[src/rtl/glyph_rom_reader.sv]
module glyph_rom_reader #(
  parameter int GLYPH_W = 12,
  parameter int POS_W   = 5,
  parameter int DW      = 8,
  parameter logic [15:0] WIN_BASE = 16'h5000,
  parameter logic [15:0] CTRL_ADR = 16'h40B0
) (
  input  logic                     clk,
  input  logic                     rst_n,
  input  logic [15:0]              cpu_addr,
  input  logic                     cpu_rd,
  input  logic                     cpu_wr,
  input  logic [DW-1:0]            cpu_wdata,
  output logic [DW-1:0]            cpu_rdata,
  output logic [GLYPH_W+POS_W-1:0] rom_addr,
  input  logic [DW-1:0]            rom_data,
  output logic                     page_sel
);
  localparam int AW = GLYPH_W + POS_W;

  logic [POS_W-1:0] pos;
  logic in_win, at_ctrl;

  assign in_win  = cpu_addr[15:GLYPH_W] == WIN_BASE[15:GLYPH_W];
  assign at_ctrl = cpu_addr == CTRL_ADR;
  assign rom_addr = {cpu_addr[GLYPH_W-1:0], pos};
  assign cpu_rdata = in_win ? rom_data : (at_ctrl ? '0 : '1);

  always_ff @(posedge clk) begin
    if (!rst_n) begin
      pos      <= '0;
      page_sel <= 1'b0;
    end else begin
      if (cpu_rd && at_ctrl)     pos <= '0;
      else if (cpu_rd && in_win) pos <= pos + 1'b1;
      if (cpu_wr && at_ctrl)     page_sel <= cpu_wdata[0];
    end
  end

  p_glyph_bits_r1: assert property (@(posedge clk) disable iff (!rst_n)
    cpu_rd && in_win |-> rom_addr[AW-1:POS_W] == cpu_addr[GLYPH_W-1:0]);
  p_step_r2: assert property (@(posedge clk) disable iff (!rst_n)
    cpu_rd && in_win |=> rom_addr[POS_W-1:0] == $past(rom_addr[POS_W-1:0]) + 1'b1);
  p_rewind_r3: assert property (@(posedge clk) disable iff (!rst_n)
    cpu_rd && at_ctrl |=> rom_addr[POS_W-1:0] == '0);
  p_page_r4: assert property (@(posedge clk) disable iff (!rst_n)
    cpu_wr && at_ctrl |=> page_sel == $past(cpu_wdata[0]));
  p_hold_r6: assert property (@(posedge clk) disable iff (!rst_n)
    !(cpu_rd && (in_win || at_ctrl)) |=> $stable(rom_addr[POS_W-1:0]));
  p_page_hold_r6: assert property (@(posedge clk) disable iff (!rst_n)
    !(cpu_wr && at_ctrl) |=> $stable(page_sel));
endmodule

[config.mk]
export PLATFORM = sky130hd
export DESIGN_NAME = glyph_rom_reader
export DESIGN_NICKNAME = d
export VERILOG_FILES = /design/src/rtl/glyph_rom_reader.sv
export SDC_FILE = /design/constraint.sdc
export NUM_CORES = 1
export LEC_CHECK = 0
export CAP_MARGIN = 15
export CORE_UTILIZATION = 30
export DETAILED_ROUTE_END_ITERATION = 6
export PLACE_DENSITY = 0.9
export SYNTH_ARGS = -nofsm -noshare
export SYNTH_HDL_FRONTEND = slang
export SYNTH_SLANG_ARGS = --single-unit
[constraint.sdc]
create_clock -name clk -period 4 [get_ports clk]
set_clock_uncertainty 0.05 [all_clocks]
set_input_delay 0.8 -clock clk [delete_from_list [all_inputs] [get_ports clk]]
set_output_delay 0.8 -clock clk [all_outputs]
set_load 0.1 [all_outputs]
# After elaboration in Yosys (flattened, before gate mapping)

Cells that the tools add are included.

Bits in registers: 6
Bits of input ports: 36
Output and inout bits: 26

Bitwise operators: 1
$add $sub $neg: 1
Equality and inequality tests: 2
Reduce and logical (&&, ||, !) cells: 4
Multiplexer cells: 2

Operators by type and width:

| cell                   | number |
|---|---|
| $eq A16 B15 Y1 const B | 1 |
| $mux W8                | 2 |
| $add A5 B1 Y5 const B  | 1 |
| $eq A4 B3 Y1 const B   | 1 |
| $logic_and A1 B1 Y1    | 3 |
| $reduce_or A2 Y1       | 1 |
| $not A1 Y1             | 1 |

# Longest topological paths before layout

Word-level depth: 3
Depth in mapped cells: 5
Depth with buffers taken out: 5

# Worst setup path before layout

No wires, ideal clock.

Path type: input port to output port
Start point: input cpu_addr[7]
End point: output cpu_rdata[0]
Path buffers: 1
Arrival time: 2.528 ns
Setup slack: 0.622 ns
Stages: 5
Cells stage by stage: nor4b_2 -> nand3_1 -> nor2_2 -> buf_6 -> nor2_1

Longest elaborated chain between the ends: 3

Ends and longest elaborated chain:

| element              | RTL line | source |
|---|---|---|
| start, declared      | 10       | `input logic [15:0] cpu_addr,` |
| $eq A16 B15 Y1       | 25       | `assign at_ctrl = cpu_addr == CTRL_ADR;` |
| $mux W8 (2 in a row) | 27       | `assign cpu_rdata = in_win ? rom_data : (at_ctrl ? '0 : '1);` |
| end, declared        | 14       | `output logic [DW-1:0] cpu_rdata,` |

Every way passes these cells.

# Final worst setup path

Start point: input cpu_addr[1]
End point: output cpu_rdata[5]

Same word-level chain as after synthesis.

==> results.md <==
* Status: finished clean
* Bufs on Longest Clock Path at 2
* Layout net count at 157
* R2r setup slk at 2.69 ns
* Crit-path max FO at 11
* DRC Markers at 0
* Final Max Slew Viols at 0
* 1st-iter DRT viols at 15
* Pwr Density at 231.2 nW/um^2
* Post-CTS setup buffers at 0
* Inserted Clock Buffers at 3
* Io pins at 62
* Vias per cell at 4.993
* Reg2Reg Depth at 4
* Clock sink count at 6
* Die ar. at about 2100 sq um
* Commonest non-fill, non-tap cell in the layout: clkdlybuf4s50_1
* Combinational Power Share at 0.480
* Via count at 714
* Hold Buf Count CTS at 0
* Post-route non-filler standard cell count at 143
* Die Y at ~46 microns
* Seq pwr share at 0.262
* CP Launch Point: cpu_addr[1]
* Hold path depth at 2
* Register area share after synthesis at 0.2092
* PostCTS Resize Cnt at 0
* Yosys top cell area share at 0.2092
* Vias in the first global route at 558
* Reg clk slew, reported paths at 0.05 ns
* Worst setup path class: in -> out
* Max VDD drop at 0.0001297 V
* Clock latency on the worst-skew pair at 0.25 ns
* GRT Util Overall at 0.1594
* DP Cell Count at 140
* Psw at 99.74 uW
* Period utilization at 0.8456
* Slew HR at 0.3548
* Mapped cell area at 574.3 sq um
* Worst Hold Path EP: page_sel$_SDFFE_PN0P_
* Die W at 45.76 microns
* Final Hold Vio Count at 0
* Power share of the clock group at 0.258
* Final ANT Viol Nets at 0
* Initial antenna violation count at 0
* Switching portion of total power at 0.4311
* Reg-to-reg endpoint: pos[2]$_SDFFE_PP0P_
* RD Place Congestion at 0.7852
* Period minus WS final at 3.382 ns
* CTS tree: yes
* Mapped Nets at 114
* Maxcap violations at 0
* Largest net degree at the start of global routing at 13
* Post-Synthesis Cells at 77
* Worst path required time at 3.15 ns
* HPWL after DPL at 1.454 mm
* Critical hold path startpoint: page_sel$_SDFFE_PN0P_
* Synth unique cells at 31
* Core outline area at 1764 sq um
* Lkg Pwr at 0.3766 nW
* Worst Hold Class: reg -> reg
* Setup crit end kind: output pin
* Layout cells sized above 1 at 0.2458
* Crit path DAT at 2.53 ns
* DRT Pass-1 Iters at 4
* Synth area leaders: dfxtp_1 21%, buf_4 17%, nor2_1 10%, nand3b_1 5.2%, nand3_1 4.4%
* RSZ-0062 raised after global routing: no
* Most frequent cells in the layout: 34 x clkdlybuf4s50_1, 20 x buf_4, 16 x nor2_1
* Startpoint types: input pin
* Cell taking the most area after synthesis: dfxtp_1
* WL final at 1.743 mm
* Clk root buf: clkbuf_4
* Yosys reg bits at 6
* Global-route wire length before repair at 2.325 mm
* Synth warnings at 0
* Internal Power at 131.6 uW
* Final setup fails at 0
* Port-buffer cells at between 50 and 60
* Area Growth Syn to Fin at 74.29%
* Routed wire length per instance at approximately 12 microns
* GRT overflow at 0
* Filler cells at approximately 160
* Initial Util at 0.3255
* Worst Max-Slew Pin Slew at 0.9648 ns
* H-Tree Depth at 1
* Fmax at 0.2957 GHz
* # diodes at 0
* Setup TNS at 0 ns
* Rows at 15
* Syn avg cell area at approximately 7.5 sq um
* Worst flop-to-flop path startpoint: pos[0]$_SDFFE_PP0P_
[layout make-up]
cell class	count	area, sq um	area share
Timing Repair Buffer	54	490.5	0.4900
Inverter	2	7.507	0.007500
Clock buffer	3	22.52	0.02250
Multi-Input combinational cell	53	329.1	0.3288
Sequential cell	6	120.1	0.1200
Tap cell	25	31.28	0.03125
[per-stage QoR]
stage / area [sq um] / utilization / total power, mW / hold WS (ns) / setup WS [ns]
floorplan: 574.3 / - / 0.1390 / 0.8357 / 0.6222
global placement: 978.4 / 0.5546 / 0.1717 / 0.3947 / 0.6319
detailed placement: 978.4 / 0.5546 / 0.1728 / 0.4138 / 0.5962
CTS: 1001 / 0.5674 / 0.2326 / 0.4203 / 0.5846
global route: 1001 / 0.5674 / 0.2382 / 0.4406 / 0.4868
finish: 1001 / 0.5674 / 0.2314 / 0.4146 / 0.6177
[cell families after synthesis]
kind of cell	count (synthesis)	share of synthesized area
mux	1	0.01743
fa+ha+maj	1	0.02178
simple gates	42	0.4052
buf+inv	18	0.2178
flops	6	0.2092
xor+xnor	1	0.01525
compound gates	8	0.1133
[worst max-delay path: stages]
cell             delay (ns)
clkdlybuf4s50_1        0.43
nor4_1                 0.30
nand3_1                0.19
nor2_2                 0.45
nor2_1                 0.11
buf_4                  0.25
[how the worst max path moves through the flow]
| stage | to | cells after the start |
|---|---|---|
| 2_1_floorplan | cpu_rdata[0] | 5 |
| 3_3_place_gp | cpu_rdata[7] | 6 |
| 3_5_place_dp | cpu_rdata[5] | 6 |
| 4_1_cts | cpu_rdata[5] | 6 |
| 5_1_grt | cpu_rdata[4] | 6 |
| 6_report | cpu_rdata[5] | 6 |
[cells in the mapped netlist, drive strengths merged]
cell type	instances
nor2	17
o21ai	2
a21oi	1
nand2	5
ha	1
nand3	5
mux2i	1
buf	15
dfxtp	6
clkbuf	1
nand3b	4
xnor2	1
inv	2
nor3b	1
nor4	1
o211ai	1
nand4	2
nor3	3
or4	1
o21a	1
a211oi	1
nor4b	1
a311oi	1
o2111ai	1
and4bb	1
nand4bb	1
[sequential cells by signal, indices dropped and copies added (netlist names)]
signal and flops:
pos 5, page_sel 1
[power groups by stage]
| stage | Combinational (mW) | Sequential, mW | Clock (mW) |
|---|---|---|---|
| finish | 0.111 | 0.0605 | 0.0598 |
| global route | 0.114 | 0.0605 | 0.0634 |
| CTS | 0.111 | 0.0605 | 0.0607 |
| detailed placement | 0.111 | 0.0617 | 0 |
| global placement | 0.110 | 0.0617 | 0 |
| floorplan | 0.0756 | 0.0634 | 0 |
[layer usage]
metal / up-vias / wire length [microns] / GRT usage
met2: 45 / 836 / 0.2914
li1: 342 / - / -
met1: 324 / 644 / 0.1635
met4: 0 / 27 / 0.08824
met3: 3 / 234 / 0.03968
met5: - / 0 / 0
No activity file was read; power rests on OpenSTA's default activity.
